## src/rtl/uart_dbuf_tx.sv

```systemverilog
module uart_dbuf_tx #(
  parameter int DIV_W  = 12,
  parameter int DATA_W = 8
) (
  input  logic             clk,
  input  logic             rst_n,
  input  logic [DIV_W-1:0] divisor,
  input  logic             nine_bit,
  input  logic             wr_en,
  input  logic [DATA_W-1:0] wr_data,
  input  logic             wr_bit8,
  input  logic             tc_clear,
  input  logic             dre_ie,
  input  logic             tc_ie,
  output logic             tx,
  output logic             dre,
  output logic             tc,
  output logic             irq_dre,
  output logic             irq_tc
);
  localparam int FW = DATA_W + 3;
  localparam int LW = $clog2(FW + 1);

  logic [FW-1:0]     sh;
  logic [LW-1:0]     left;
  logic [DIV_W-1:0]  cnt;
  logic [DATA_W-1:0] hold;
  logic              hold_b8;
  logic              busy;

  function automatic logic [FW-1:0] frame(input logic [DATA_W-1:0] d, input logic b8, input logic nb);
    frame = {1'b1, nb ? b8 : 1'b1, d, 1'b0};
  endfunction

  wire [LW-1:0] len       = nine_bit ? LW'(FW) : LW'(FW - 1);
  wire          bit_end   = busy && (cnt == '0);
  wire          stop_done = bit_end && (left == LW'(1));
  wire          load_wr   = wr_en && (!busy || (stop_done && dre));
  wire          load_hold = stop_done && !dre;

  always_ff @(posedge clk or negedge rst_n) begin
    if (!rst_n) begin
      sh   <= '1;
      left <= '0;
      cnt  <= '0;
      busy <= 1'b0;
    end else if (load_hold) begin
      sh   <= frame(hold, hold_b8, nine_bit);
      left <= len;
      cnt  <= divisor;
      busy <= 1'b1;
    end else if (load_wr) begin
      sh   <= frame(wr_data, wr_bit8, nine_bit);
      left <= len;
      cnt  <= divisor;
      busy <= 1'b1;
    end else if (stop_done) begin
      busy <= 1'b0;
    end else if (bit_end) begin
      sh   <= {1'b1, sh[FW-1:1]};
      left <= left - LW'(1);
      cnt  <= divisor;
    end else if (busy) begin
      cnt  <= cnt - DIV_W'(1);
    end
  end

  always_ff @(posedge clk or negedge rst_n) begin
    if (!rst_n) begin
      hold    <= '0;
      hold_b8 <= 1'b0;
      dre     <= 1'b1;
    end else if (wr_en && !load_wr) begin
      hold    <= wr_data;
      hold_b8 <= wr_bit8;
      dre     <= 1'b0;
    end else if (load_hold) begin
      dre     <= 1'b1;
    end
  end

  always_ff @(posedge clk or negedge rst_n) begin
    if (!rst_n)                 tc <= 1'b0;
    else if (wr_en || tc_clear) tc <= 1'b0;
    else if (stop_done && dre)  tc <= 1'b1;
  end

  assign tx      = busy ? sh[0] : 1'b1;
  assign irq_dre = dre & dre_ie;
  assign irq_tc  = tc & tc_ie;
endmodule

```

## config.mk

```make
export PLATFORM = sky130hd
export DESIGN_NAME = uart_dbuf_tx
export DESIGN_NICKNAME = d
export VERILOG_FILES = /design/src/rtl/uart_dbuf_tx.sv
export SDC_FILE = /design/constraint.sdc
export NUM_CORES = 1
export LEC_CHECK = 0
export ABC_AREA = 1
export BUFFER_PORTS_ARGS = -buffer_cell sky130_fd_sc_hd__buf_2
export CAP_MARGIN = 20
export CORE_MARGIN = 3
export CORE_UTILIZATION = 55
export DETAILED_ROUTE_END_ITERATION = 10
export GPL_TIMING_DRIVEN = 0
export PLACE_DENSITY = 0.74
export SKIP_LAST_GASP = 1
export SYNTH_ARGS = -nofsm -noshare
export SYNTH_HDL_FRONTEND = slang
export SYNTH_SLANG_ARGS = --single-unit
```

## constraint.sdc

```tcl
create_clock -name clk -period 2.36 [get_ports clk]
set_input_delay 0.118 -clock clk [delete_from_list [all_inputs] [get_ports clk]]
set_output_delay 0.118 -clock clk [all_outputs]
set_load 0.005 [all_outputs]
```

==> results.json, run 1 <==
{
  "ys_ff_latch": 38,
  "synth_edf_count": 0,
  "status": "finished clean",
  "holdBufCountCts": 2,
  "synth_cell_types": 30,
  "r2r_end": "hold[3]$_DFFE_PN0P_",
  "n_fill_cell": 379,
  "core_um2": 4090,
  "max_slew_margin": 0.436,
  "cts_setup_buffers": 0,
  "cts_buffer_depth": 2,
  "drtIter0Drc": 119,
  "hold_viol": 0,
  "peakVddDrop_v": 0.000372,
  "die_x_um": 71.9,
  "grt_pass1_wl_um": 9780,
  "drc": 0,
  "layout-drive-gt1-share": 0.192,
  "syn_area_um2": 2380,
  "cts-resized-gates": 0,
  "vias": 2256,
  "r2r_slack_ps": 160,
  "fin_crit_ps": 2200,
  "hp-class": "in2reg",
  "crit_start": "cnt[0]$_DFFE_PN0P_",
  "grt_overflow": 0,
  "place_congestion": 0.841,
  "cts_tree": "done",
  "p_leak_nw": 1.46,
  "placed_area_um2": 2610,
  "slew_violations": 0,
  "grt_setup_unrepaired": "no",
  "antenna_found_initial": 0,
  "ff2ff_path_depth": 11,
  "dp.cells": 420,
  "setup_tns_ps": 0,
  "finalNetCount": 411,
  "start_kind": "flop",
  "synth_nets": 370,
  "synthesis.instances": 338,
  "yosysWarnings": 0,
  "start_util": 0.584,
  "reg2reg_from": "cnt[0]$_DFFE_PN0P_",
  "use_met1": 0.289,
  "area_growth_pct": 15.0,
  "worstPathRequired_ps": 2540,
  "ios": 33,
  "dpl.hpwl_um": 4090,
  "finalCritPeriodShare": 0.932,
  "cts.sinks": 38,
  "cp.arrival_ps": 2380,
  "max_freq_mhz": 455,
  "wire_per_inst_um": 13.5,
  "path_max_fanout": 10,
  "finish.instance_area_um2": 2740,
  "port_buffers": 32,
  "htree_levels": 2,
  "skew_ps": 3.87,
  "cp-end-kind": "flop",
  "grt_busiest_layer": "met2",
  "wl_um": 5790,
  "rows": 23,
  "grt_max_degree": 39,
  "final-setup-viol-count": 0,
  "p_per_area_nw_per_um2": 677,
  "total_power_mw": 1.86,
  "track_usage": 0.243,
  "numCtsBuffers": 5,
  "drt-vias-per-instance": 5.25,
  "cap_violations": 0,
  "use_met2": 0.428,
  "clk_pin_slew_ps": 80,
  "fp.dieH_um": 71.9,
  "cts-root-buf": "clkbuf_8",
  "min_from": "wr_data[7]",
  "num_antenna_cells": 0,
  "async_flop_share": 1.00,
  "firstDrtPassIters": 4,
  "use_met3": 0.0449,
  "dieArea_um2": 5160,
  "ys_seq_area_frac": 0.405,
  "tightestPinTransition_ps": 846,
  "avgSynthCellArea_um2": 7.06,
  "grt_pass1_vias": 2206,
  "final_cell_count_no_fill": 430,
  "clk_latency_ps": 300,
  "timing_worst_setup_path_type": "reg2reg",
  "holdPathStages": 3,
  "synthFlopType": "dfrtp_1",
  "drtAntennaViolNets": 0,
  "min_to": "hold[7]$_DFFE_PN0P_"
}
worst max-delay path by stage:
stage,slack [ps],depth (start not counted),endpoint
global route,6,12,hold[7]$_DFFE_PN0P_
global placement,220,11,hold[3]$_DFFE_PN0P_
floorplan,590,14,left[1]$_DFFE_PN0P_
CTS,160,11,hold[3]$_DFFE_PN0P_
finish,160,11,hold[3]$_DFFE_PN0P_
detailed placement,200,11,hold[3]$_DFFE_PN0P_
layer usage:
layer	wire length, µm	vias up
li1	-	1146
met1	2470	1049
met2	3000	52
met3	229	9
met4	85	0
met5	0	-
cells in the mapped netlist, types with 4 or more instances:
| library cell | n | area [µm²] |
|---|---|---|
| nand3_1 | 46 | 230 |
| nor2_1 | 19 | 71.3 |
| dfstp_2 | 11 | 289 |
| nand2_1 | 117 | 439 |
| inv_1 | 35 | 131 |
| xor2_1 | 9 | 78.8 |
| buf_2 | 6 | 30.0 |
| o21ai_1 | 13 | 65.1 |
| ha_1 | 4 | 50.1 |
| a21oi_1 | 5 | 25.0 |
| o21ai_0 | 16 | 80.1 |
| dfrtp_1 | 27 | 676 |
registers in the layout, summed over array words and instances, names as in the netlist:
register / flops
hold_b8: 1
dre: 1
hold: 8
busy: 1
left: 4
cnt: 12
tc: 1
sh: 10
kinds of logic after synthesis:
family,after synthesis,synth area share
compound gates,37,0.0850
flops,38,0.405
buf+inv,51,0.0902
fa+ha+maj,4,0.0210
xor+xnor,11,0.0404
simple gates,197,0.359
metrics by stage:
stage          setup slack [ps]   util  hold WS, ps
2_1_floorplan               595      -         -178
3_3_place_gp                223  0.638          272
3_5_place_dp                196  0.638          276
4_1_cts                     157  0.671         31.1
5_1_grt                    5.85  0.671         43.2
6_report                    160  0.671         41.9
cells in the final DEF, fill, tap and decap left out, drive strengths merged:
cell         instances
ha                   4
xnor2                2
nand4                3
bufinv               1
inv                 36
nand3               47
clkinv               3
nor3                 2
clkbuf               9
or2                  1
dfrtp               27
dfstp               11
a211oi               1
nand2              120
clkinvlp             2
nor2                23
a21oi                6
dlygate4sd3          2
nand3b               1
buf                 40
xor2                 9
o21ai               30
cell type report:
| type | count | area (µm²) | share of cell area |
|---|---|---|---|
| clock buffers | 5 | 68.8 | 0.0251 |
| flip-flops and latches | 38 | 965 | 0.352 |
| clock inverters | 3 | 45.0 | 0.0164 |
| plain buffers | 12 | 68.8 | 0.0251 |
| repair buffers | 34 | 180 | 0.0657 |
| multi-input cells | 249 | 1200 | 0.440 |
| inverters | 39 | 146 | 0.0534 |
| well taps | 50 | 62.6 | 0.0228 |
critical path, stage by stage (launching register included):
cell and delay [ps]:
dfrtp_1 400, inv_1 110, ha_1 250, nand2_1 80, clkinv_1 50, nand2_1 90
nor2_4 50, nand4_1 100, nand2_1 150, nor2_2 370, clkbuf_2 300, o21ai_0 120
report_power, final:
part           internal [mW]  leakage [nW]  switching [mW]
registers              0.736         0.432          0.0918
logic                  0.190         0.975           0.269
clock network          0.314        0.0504           0.255
total                   1.24          1.46           0.616
Note: power is estimated with default switching activity, not from simulation.
==> run 2: changes to the inputs <==
- ABC_AREA: 1 -> not set
- PLACE_DENSITY: 0.74 -> 0.75
==> results.json, run 2 <==
{
  "status": "finished clean",
  "ys_seq_area_frac": 0.455,
  "worstSetupPathDepth": 7,
  "regArea_um2": 966,
  "cp_cell_sequence": "inv_2 -> ha_4 -> or4b_4 -> or3_4 -> nor3_4 -> mux2_4 -> o22a_1",
  "switching_share": 0.321,
  "fin_ws_ps": 80.2,
  "drtAntennaViolNets": 0,
  "drc": 0,
  "drt-vias-per-instance": 5.90,
  "min_from": "wr_data[4]",
  "p_int_mw": 1.54,
  "pwr-share-clk": 0.296,
  "synthTopCellsByCount": "dfrtp_1, a21oi_1, o21ai_0",
  "grt_pass1_vias": 1717,
  "rows": 21,
  "wire_per_inst_um": 15.5,
  "p_seq_frac": 0.453,
  "dpl.hpwl_um": 3180,
  "cts_tree": "done",
  "start_util": 0.602,
  "layout_common_cells": "buf_2, dfrtp_1, o21ai_0, a21oi_1, nor2_1",
  "multi_input_area_um2": 1140,
  "comb_power_share": 0.251,
  "largest_reg_flops": 12,
  "crit_family": "simple AND/OR/NAND/NOR gates",
  "max_stage_delay_ps": 490,
  "ys_ff_latch": 38,
  "hp-class": "in2reg",
  "cp.arrival_ps": 2500,
  "vias": 1818,
  "final_common_cell": "buf_2",
  "top_regs": "cnt x12, sh x10, hold x8",
  "final-setup-viol-count": 0,
  "htree_levels": 2,
  "crit_start": "cnt[0]$_DFFE_PN0P_",
  "ff2ff_path_depth": 7,
  "max_slew_margin": 0.464,
  "dp.cells": 290,
  "finalCritPeriodShare": 0.966,
  "num_antenna_cells": 0,
  "firstDrtPassIters": 5,
  "dp_slack_ps": -312,
  "start_kind": "flop",
  "dieArea_um2": 4630,
  "clk_latency_ps": 290,
  "area_growth_pct": 23.2,
  "tightestPinTransition_ps": 805,
  "cap_violations": 0,
  "path_max_fanout": 3,
  "grt_pass1_wl_um": 7730,
  "finish.instance_area_um2": 2610,
  "critPathBufInv": 1,
  "port_buffers": 31,
  "post-synth-top-count-cell": "dfrtp_1",
  "antenna_found_initial": 0,
  "top_register": "cnt",
  "p_sw_mw": 0.729,
  "crit_path_top_delay_cell": "or4b_4",
  "drtIter0Drc": 114,
  "die_x_um": 68.1,
  "holdPathStages": 2,
  "p_leak_nw": 1.04,
  "n_fill_cell": 257,
  "finalNetCount": 293,
  "synth_edf_count": 0,
  "worstPathRequired_ps": 2580,
  "clk_pin_slew_ps": 80,
  "timing_worst_setup_path_type": "reg2reg",
  "cts.sinks": 38,
  "p_per_area_nw_per_um2": 870,
  "yosysTopAreaCell": "dfrtp_1",
  "cts_buffer_depth": 2,
  "avgSynthCellArea_um2": 9.94,
  "peakVddDrop_v": 0.000586,
  "place_congestion": 0.854,
  "synth_area_leaders": "dfrtp_1, dfstp_2, mux2_2",
  "layout-drive-gt1-share": 0.336,
  "skew_ps": 8.89,
  "synth_cell_types": 45,
  "wl_um": 4760,
  "synthFlopType": "dfrtp_1",
  "yosysWarnings": 0,
  "yosysTopAreaCellShare": 0.319,
  "synthesis.instances": 213,
  "async_flop_share": 1.00,
  "reg2reg_from": "cnt[0]$_DFFE_PN0P_",
  "slew_violations": 0,
  "cp-end-kind": "flop",
  "track_usage": 0.224,
  "syn_area_um2": 2120,
  "fp.dieH_um": 68.1,
  "cts-root-buf": "clkbuf_8",
  "grt_overflow": 0,
  "max_freq_mhz": 439,
  "final_cell_count_no_fill": 308,
  "hold_viol": 0,
  "core_um2": 3520,
  "ios": 33,
  "grt_max_degree": 39,
  "synth_nets": 245,
  "numCtsBuffers": 5,
  "holdWs_ps": 73.5,
  "fin_crit_ps": 2280,
  "placed_area_um2": 2330
}
## run 2: cell types whose count changed in the layout (fill, tap and decap cells not counted), sizes merged, moves of 9 or more
cell   previous run  this run
nand2           120        11
nand3            47         6
inv              36         9
a21oi             6        23
mux2              0        11
a22oi             0        10
nor2             23        13
mux2i             0         9
xor2              9         0
## run 2: cell type report
class | instances | share of cell area
sequential | 38 | 0.370
tap | 46 | 0.0221
buffer | 8 | 0.0153
clock inverter | 3 | 0.0264
inverter | 9 | 0.0129
multi-input combinational | 158 | 0.436
timing repair buffer | 41 | 0.0902
clock buffer | 5 | 0.0264
## run 2: power by group through the flow
stage               Clock [mW]  Sequential, mW  Combinational (mW)
floorplan                    0           0.975               0.381
global placement             0            1.01               0.476
detailed placement           0            1.02               0.492
CTS                      0.678            1.02               0.564
global route             0.708            1.05               0.645
finish                   0.672            1.03               0.568
## run 2: what timing repair did
item	CTS	global route
setup buffers	3	5
hold buffers	2	0
pin swaps	2	4
endpoints found under the hold margin	28	0
resized for setup	11	3
endpoints found under the setup margin	32	27
## run 2: cell families after synthesis
logic type / after synthesis / share of synthesized area
adder cells (fa/ha/maj): 4 / 0.0236
multiplexers: 20 / 0.103
flip-flops: 38 / 0.455
buffers and inverters: 17 / 0.0343
AND/OR/NAND/NOR: 63 / 0.174
AO/OA/AOI/OAI: 71 / 0.210
## run 2: worst reg2reg max path, delay by kind of cell, from the launching register on
family | cells | cell delay [ps]
AO/OA/AOI/OAI | 1 | 160
buffers and inverters | 1 | 80
AND/OR/NAND/NOR | 3 | 1120
flip-flops | 1 | 410
adder cells (fa/ha/maj) | 1 | 130
multiplexers | 1 | 320
## run 2: stage by stage
stage	util	TNS, ps	total power [mW]
after global placement	0.662	-4670	1.49
final	0.741	0	2.27
after detailed placement	0.662	-6710	1.51
after global routing	0.741	-623	2.40
after CTS	0.726	0	2.26
after floorplan	-	0	1.36
## run 2: worst paths after layout
check / to / slack, ps
worst min register to register: sh[2]$_DFFE_PN1P_ / 500
max in group asynchronous: cnt[0]$_DFFE_PN0P_ / 1360
worst min-delay path: hold[4]$_DFFE_PN0P_ / 70
worst max-delay path: sh[9]$_DFFE_PN1P_ / 80
min in group asynchronous: cnt[11]$_DFFE_PN0P_ / 450
worst max register to register: sh[9]$_DFFE_PN1P_ / 80
## run 2: per-layer routing
layer  share of wire  global-route usage
met1            0.44               0.280
met2            0.50               0.374
met3           0.042              0.0509
met4           0.021              0.0893
met5               0                   0
